===== src/rtl/txq_pkg.sv =====
// Package: shared field positions and widths of the transmit queue status word.
// Assumes a 16-bit word whose index field is five bits wide.
package txq_pkg;
    localparam int STATUS_W   = 16;
    localparam int IDX_FLD_W  = 5;
    localparam int IDX_LSB    = 8;
    localparam int ABT_BIT    = 7;
    localparam int LARB_BIT   = 6;
    localparam int BERR_BIT   = 5;
    localparam int EXH_BIT    = 4;
    localparam int EMPTY_BIT  = 2;
    localparam int NFULL_BIT  = 0;

    // Latched outcome of the last finished transmission
    typedef struct packed {
        logic aborted;
        logic lost_arb;
        logic bus_err;
    } tx_outcome_t;
endpackage


===== src/rtl/txq_wrap_ctr.sv =====
// Module: modulo-DEPTH slot counter. It steps on request and returns to zero on clear.
// Assumes DEPTH >= 1 and that W is wide enough to hold DEPTH-1.
module txq_wrap_ctr #(
    parameter int DEPTH = 8,
    parameter int W     = 3
) (
    input  logic         clk,
    input  logic         rst_n,
    input  logic         clear,
    input  logic         step,
    output logic [W-1:0] value
);
    localparam logic [W-1:0] LAST = W'(DEPTH - 1);

    // Slot register: clear first, then step with wrap
    always_ff @(posedge clk) begin
        if (!rst_n || clear)
            value <= '0;
        else if (step)
            value <= (value == LAST) ? '0 : value + 1'b1;
    end
endmodule


===== src/rtl/txq_occupancy.sv =====
// Module: occupancy counter with empty and full flags.
// Assumes push and pop are already gated by the caller (no push while full, no pop while empty).
module txq_occupancy #(
    parameter int DEPTH = 8,
    localparam int CNT_W = $clog2(DEPTH + 1)
) (
    input  logic clk,
    input  logic rst_n,
    input  logic clear,
    input  logic push,
    input  logic pop,
    output logic empty,
    output logic full
);
    logic [CNT_W-1:0] count;

    // Message count: clear wins, then net change of push and pop
    always_ff @(posedge clk) begin
        if (!rst_n || clear)
            count <= '0;
        else if (push && !pop)
            count <= count + 1'b1;
        else if (pop && !push)
            count <= count - 1'b1;
    end

    // Flags decoded from the count
    always_comb begin
        empty = (count == '0);
        full  = (count == CNT_W'(DEPTH));
    end
endmodule


===== src/rtl/txq_outcome.sv =====
// Module: holds the outcome of the last finished transmission and the sticky exhausted flag.
// Assumes done_ok pulses only for transmissions that the queue accepts as finished.
module txq_outcome
    import txq_pkg::*;
(
    input  logic        clk,
    input  logic        rst_n,
    input  logic        clear,
    input  logic        done_ok,
    input  tx_outcome_t done_info,
    input  logic        exh_set,
    input  logic        exh_clr,
    output tx_outcome_t outcome,
    output logic        exh_flag
);
    // Outcome latch: load on each finished transmission, cleared by queue reset
    always_ff @(posedge clk) begin
        if (!rst_n || clear)
            outcome <= '0;
        else if (done_ok)
            outcome <= done_info;
    end

    // Sticky exhausted flag: a hardware set beats a software clear
    always_ff @(posedge clk) begin
        if (!rst_n)
            exh_flag <= 1'b0;
        else if (exh_set)
            exh_flag <= 1'b1;
        else if (exh_clr)
            exh_flag <= 1'b0;
    end
endmodule


===== src/rtl/txq_status_tracker.sv =====
// Module: top of the transmit queue status tracker. It gates queue events and packs the status word.
// Assumes 1 <= DEPTH <= 32. Events arriving with q_reset are discarded.
module txq_status_tracker
    import txq_pkg::*;
#(
    parameter int DEPTH = 8,
    localparam int PTR_W = (DEPTH > 1) ? $clog2(DEPTH) : 1
) (
    input  logic        clk,
    input  logic        rst_n,
    input  logic        enq_req,
    input  logic        tx_done,
    input  logic        tx_abort,
    input  logic        tx_lost_arb,
    input  logic        tx_bus_err,
    input  logic        tx_exhausted,
    input  logic        q_reset,
    input  logic        clr_wr,
    input  logic [15:0] clr_data,
    output logic [15:0] status
);
    logic             empty, full;
    logic             push_ok, pop_ok;
    logic [PTR_W-1:0] rd_slot;
    tx_outcome_t      fin_info, outcome;
    logic             exh_flag;
    logic [IDX_FLD_W-1:0] idx_fld;

    // Event acceptance based on the current occupancy
    always_comb begin
        push_ok  = enq_req && !full && !q_reset;
        pop_ok   = (tx_done || tx_abort) && !empty && !q_reset;
        fin_info = '{aborted: tx_abort, lost_arb: tx_lost_arb, bus_err: tx_bus_err};
    end

    txq_wrap_ctr #(.DEPTH(DEPTH), .W(PTR_W)) u_rd_ctr (
        .clk   (clk),
        .rst_n (rst_n),
        .clear (q_reset),
        .step  (pop_ok),
        .value (rd_slot)
    );

    txq_occupancy #(.DEPTH(DEPTH)) u_occ (
        .clk   (clk),
        .rst_n (rst_n),
        .clear (q_reset),
        .push  (push_ok),
        .pop   (pop_ok),
        .empty (empty),
        .full  (full)
    );

    txq_outcome u_outc (
        .clk       (clk),
        .rst_n     (rst_n),
        .clear     (q_reset),
        .done_ok   (pop_ok),
        .done_info (fin_info),
        .exh_set   (tx_exhausted),
        .exh_clr   (clr_wr && clr_data[EXH_BIT]),
        .outcome   (outcome),
        .exh_flag  (exh_flag)
    );

    // Status word packing; unlisted bits stay zero
    always_comb begin
        idx_fld = IDX_FLD_W'(rd_slot);
        status  = '0;
        status[IDX_LSB +: IDX_FLD_W] = idx_fld;
        status[ABT_BIT]   = outcome.aborted;
        status[LARB_BIT]  = outcome.lost_arb;
        status[BERR_BIT]  = outcome.bus_err;
        status[EXH_BIT]   = exh_flag;
        status[EMPTY_BIT] = empty;
        status[NFULL_BIT] = !full;
    end
endmodule


===== config.mk =====
export PLATFORM = sky130hd
export DESIGN_NAME = txq_status_tracker
export DESIGN_NICKNAME = d
export VERILOG_FILES = /design/src/rtl/txq_pkg.sv /design/src/rtl/txq_wrap_ctr.sv /design/src/rtl/txq_occupancy.sv /design/src/rtl/txq_outcome.sv /design/src/rtl/txq_status_tracker.sv
export SDC_FILE = /design/constraint.sdc
export NUM_CORES = 1
export LEC_CHECK = 0
export BUFFER_PORTS_ARGS = -buffer_cell sky130_fd_sc_hd__buf_4
export CORE_UTILIZATION = 37
export DETAILED_ROUTE_END_ITERATION = 10
export PLACE_DENSITY = 0.78
export RECOVER_POWER = 25
export SYNTH_ARGS = -nofsm -noshare
export SYNTH_HDL_FRONTEND = slang
export SYNTH_SLANG_ARGS = --single-unit

===== constraint.sdc =====
create_clock -name clk -period 2.3 [get_ports clk]
set_input_delay 0.23 -clock clk [delete_from_list [all_inputs] [get_ports clk]]
set_output_delay 0.23 -clock clk [all_outputs]
set_load 0.01 [all_outputs]

# Word-level counts from Yosys, hierarchy flattened
# Index checks and enable logic that the tools add are counted.
[totals] register_bits=11 in_bits=26 wordCells=34 out_inout_bits=16
[classes] n_addsub=3 reduce_logical=18 n_eq_ne=2 n_mux=5
[op_table] op="$mux W4" n=2
[op_table] op="$logic_and A1 B1 Y1" n=7
[op_table] op="$logic_not A1 Y1" n=6
[op_table] op="$add A4 B1 Y4 const B" n=1
[op_table] op="$eq A4 B4 Y1 const B" n=1
[op_table] op="$logic_not A4 Y1" n=1
[op_table] op="$reduce_bool A2 Y1" n=2
[op_table] op="$sub A4 B1 Y4 const B" n=1
[op_table] op="$add A3 B1 Y3 const B" n=1
[op_table] op="$eq A3 B3 Y1 const B" n=1
[op_table] op="$mux W3" n=1
[op_table] op="$logic_or A1 B1 Y1" n=2
[op_table] op="$mux W1" n=2

# Logic depth before layout (Yosys ltp)
[logic_depth] ltp_word=8 mapped_depth=10 ltp_nobuf=10

# By module
# Synthesis repeated with hierarchy kept, for this count alone.
[hier_totals] cells_unflattened=73 area_unflattened_um2=661.9
[by_module_without_submodules] module="txq_occupancy" seq_area_each_um2=80.1 n_inst=1 cells_each=31 area_per_inst_um2=265.3
[by_module_without_submodules] module="txq_wrap_ctr" seq_area_each_um2=60.1 n_inst=1 cells_each=14 area_per_inst_um2=147.6
[by_module_without_submodules] module="txq_outcome" seq_area_each_um2=80.1 n_inst=1 cells_each=13 area_per_inst_um2=141.4
[by_module_without_submodules] module="txq_status_tracker" seq_area_each_um2=0.0 n_inst=1 cells_each=15 area_per_inst_um2=107.6

# Worst setup path before layout
# No wires, ideal clock.
[synth_path] path_type="flip-flop to flip-flop" start="register u_occ.count[0]" end="register u_occ.count[3]" stages_incl_launch_ff=10 path_slack_ns=-0.111 arrival_time_ns=2.353 path_buffers=0 cell_sequence="dfxtp_1 or4_1 and3b_1 ha_1 inv_1 ha_1 a21oi_1 nand3_1 a211oi_1 a31o_1"
[synth_between] elab_chain_len=7 elab_cells_between_ends=17
[synth_rtl] item="start: declaration" line="txq_occupancy.sv:15" source="logic [CNT_W-1:0] count;"
[synth_rtl] item="start signal: assignment" line="txq_occupancy.sv:22" source="count <= count + 1'b1;"
[synth_rtl] item="start signal: assignment" line="txq_occupancy.sv:24" source="count <= count - 1'b1;"
[synth_rtl] item="$eq A4 B4 Y1 *" line="txq_occupancy.sv:30" source="full = (count == CNT_W'(DEPTH));"
[synth_rtl] item="$logic_not A1 Y1 *"
[synth_rtl] item="named net status[0]" line="txq_status_tracker.sv:20" source="output logic [15:0] status"
[synth_rtl] item="$logic_and A1 B1 Y1 * (2 in series)" line="txq_status_tracker.sv:31" source="push_ok = enq_req && !full && !q_reset;"
[synth_rtl] item="$logic_not A1 Y1" line="txq_occupancy.sv:23" source="else if (pop && !push)"
[synth_rtl] item="$logic_and A1 B1 Y1" line="txq_occupancy.sv:23"
[synth_rtl] item="$reduce_bool A2 Y1 (no line)"
# The timed path passes the listed nets; every way through them passes the cells marked *. The select of a mux whose other input is x is not followed.
# A chain may end at the register's enable or synchronous reset.

# Worst setup path in the final report
[layout_path] start="register u_occ.count[0]" end="register u_occ.count[3]"
[layout_between] elab_chain_len=7 elab_cells_between_ends=17
[layout_rtl] item="parallel branches: the longest is 7 deep, another holds $sub A4 B1 Y4"
# Several ways; the timed one is not identified. The select of a mux whose other input is x is not followed.

==> results.sh <==
export IMPL_gp_congestion=0.723
export IMPL_internal_power_uw=360
export IMPL_skew_ns=0.00288
export IMPL_hold_buffers=0
export IMPL_p_sw_share_pct=29.9
export IMPL_drt_iter0_drc=1
export IMPL_final_cell_mix="buf_4, nor2_1, dfxtp_1"
export IMPL_seqPwrFrac_pct=40.5
export IMPL_cp_max_fo=4
export IMPL_fmax_mhz=445
export IMPL_avgSynthCellArea_sq_um=9.26
export IMPL_ys_seq_area_share_pct=32.6
export IMPL_finalSetupViolCount=0
export IMPL_cts_tree="done"
export IMPL_powerDensity_nw_per_um2=556
export IMPL_syn_area_sq_um=676
export IMPL_grt_total_usage_pct=15.8
export IMPL_p_sw_uw=153
export IMPL_row_count=15
export IMPL_grt_ovfl_total=0
export IMPL_min_period_ns=2.25
export IMPL_power_frac_comb_pct=33.9
export IMPL_tns_ns=0
export IMPL_antenna_left=0
export IMPL_cts_made_buffers=3
export IMPL_fill_cells=170
export IMPL_initial_core_util_pct=39.1
export IMPL_drive_above_1_share_pct=42.0
export IMPL_synth_largest_area_cell="dfxtp_1"
export IMPL_clockPowerShare_pct=25.7
export IMPL_insertion_delay_ns=0.27
export IMPL_peakVddDrop_v=0.000300
export IMPL_cap_violations=0
export IMPL_yosys_area_top_type_share_pct=32.6
export IMPL_crit_slowest_cell="or4_4"
export IMPL_area_growth_syn_to_layout_pct=36.7
export IMPL_worst_setup_path_end_kind="flip-flop"
export IMPL_io_pins=42
export IMPL_portBuffers=19
export IMPL_cp_slowest_stage_delay_ns=0.54
export IMPL_syn_inst=73
export IMPL_antenna_cells=0
export IMPL_maxSlewViolCount=0
export IMPL_die_h_microns=44.7
export IMPL_first_pass_iters=2
export IMPL_fp_dieArea_sq_um=2000
export IMPL_core_area_sq_um=1730
export IMPL_min_path_type="input pin to flip-flop"
export IMPL_grt_pass1_wl_microns=2210
export IMPL_multi_input_area_sq_um=430
export IMPL_ff_latch_area_sq_um=223
export IMPL_synthTopCellsByArea="dfxtp_1, buf_4, ha_1"
export IMPL_dp_final_hpwl_microns=1030
export IMPL_rsz0062_at_grt="yes"
export IMPL_holdWs_ns=0.194
export IMPL_wl_microns=1320
export IMPL_path_cells="or4_4 > and3b_1 > ha_2 > inv_4 > ha_4 > a21oi_2 > a211o_1 > a211oi_2 > a31o_1"
export IMPL_nets=133
export IMPL_worst_ep_required_time_ns=2.47
export IMPL_grt_max_degree=12
export IMPL_start_kind="flip-flop"
export IMPL_place_ws_ns=-0.0157
export IMPL_leakage_uw=0.000406
export IMPL_ys_warn_count=0
export IMPL_dieWidth_microns=44.7
export IMPL_critPathArrivalTime_ns=2.41
export IMPL_drc=0
export IMPL_viasPerCell=4.49
export IMPL_vias=561
export IMPL_antenna_found_initial=0
export IMPL_path_class="flip-flop to flip-flop"
export IMPL_hold_viol=0
export IMPL_ys_types=27
export IMPL_clock_sinks=11
export IMPL_period_share_pct=97.7
export IMPL_post_drt_wl_per_cell_microns=10.6
export IMPL_grt_pass1_vias=536
export IMPL_layout_setup_ws_ns=0.0535
export IMPL_cts_root_buf="clkbuf_4"
export IMPL_clockBufferDepth=2
export IMPL_crit_buf_inv=1
export IMPL_clk_pin_slew_ns=0.07
export IMPL_status="finished clean"
export IMPL_htreeDepth=1
export IMPL_synth_seq_cells=11
export IMPL_layout_commonest_cell="buf_4"
export IMPL_cp_top_family="simple AND/OR/NAND/NOR gates"
-- final timing paths --
kind,from,endpoint,slack (ns),cells past startpoint
max,u_occ.count[0],u_occ.count[3],0.05,9
min,rst_n,u_outc.exh_flag,0.19,2
max reg2reg,u_occ.count[0],u_occ.count[3],0.05,9
min reg2reg,u_outc.outcome[0],u_outc.outcome[0],0.50,2
-- stage by stage --
step	instance area, sq um	utilization (%)	std cells	total power, uW
after floorplan	718	-	79	324
after global placement	868	50.3	119	361
after detailed placement	868	50.3	119	368
after CTS	912	52.8	124	509
after global routing	923	53.5	125	547
final	923	53.5	125	513
-- sequential cells by signal, indices dropped and copies added, names as in the netlist --
signal	count
u_outc.exh_flag	1
u_occ.count	4
u_rd_ctr.value	3
u_outc.outcome	3
-- layer usage --
layer / track usage [%] / wire length, microns / vias to the layer above / share of wire, %
li1: - / - / 281 / -
met1: 16.7 / 536 / 253 / 41
met2: 27.4 / 663 / 23 / 50
met3: 6.40 / 104 / 4 / 7.9
met4: 7.27 / 17 / 0 / 1.3
met5: 0 / 0 / - / 0
-- logic make-up (layout without fill, tap and decap cells) --
group	count (synthesis)	count (layout)	share of synthesized area (%)
AO/OA/AOI/OAI	9	9	10.0
XOR/XNOR	2	2	2.59
adder cells (fa/ha/maj)	6	6	12.2
buffers and inverters	14	35	13.0
flip-flops	11	11	32.6
multiplexers	5	5	7.41
other	1	7	0.555
AND/OR/NAND/NOR	25	25	21.7
-- cells in the mapped netlist (all sizes together) --
library cell  number
a21bo              1
nor4               1
nor2b              1
a31o               1
a211oi             1
xor2               1
or4                1
nand3b             1
conb               1
buf               10
nand3              2
nor3               1
dfxtp             11
clkbuf             1
xnor2              1
nor2              13
and3b              1
inv                3
nand2              2
a21oi              5
mux2i              5
a211o              1
fa                 1
ha                 5
nand2b             2
-- area by class of cell --
class / count / share of cell area, %
Clock buffer: 4 / 2.85
Inverter: 3 / 1.49
Multi-Input combinational cell: 54 / 46.6
Sequential cell: 11 / 24.1
Tap cell: 25 / 3.39
Timing Repair Buffer: 28 / 21.5
-- timing repair --
item	in CTS	in global routing
buffers inserted	1	1
cloned	0	0
gates resized for setup	4	3
pin swaps	3	1
endpoints found under the setup margin	1	2
-- power groups by stage --
stage	Combinational, uW	Clock [uW]	Sequential [uW]
2_1_floorplan	108	0	215
3_3_place_gp	150	0	211
3_5_place_dp	156	0	211
4_1_cts	163	139	208
5_1_grt	191	147	209
6_report	174	132	208
Note: power is estimated with default switching activity, not from simulation.
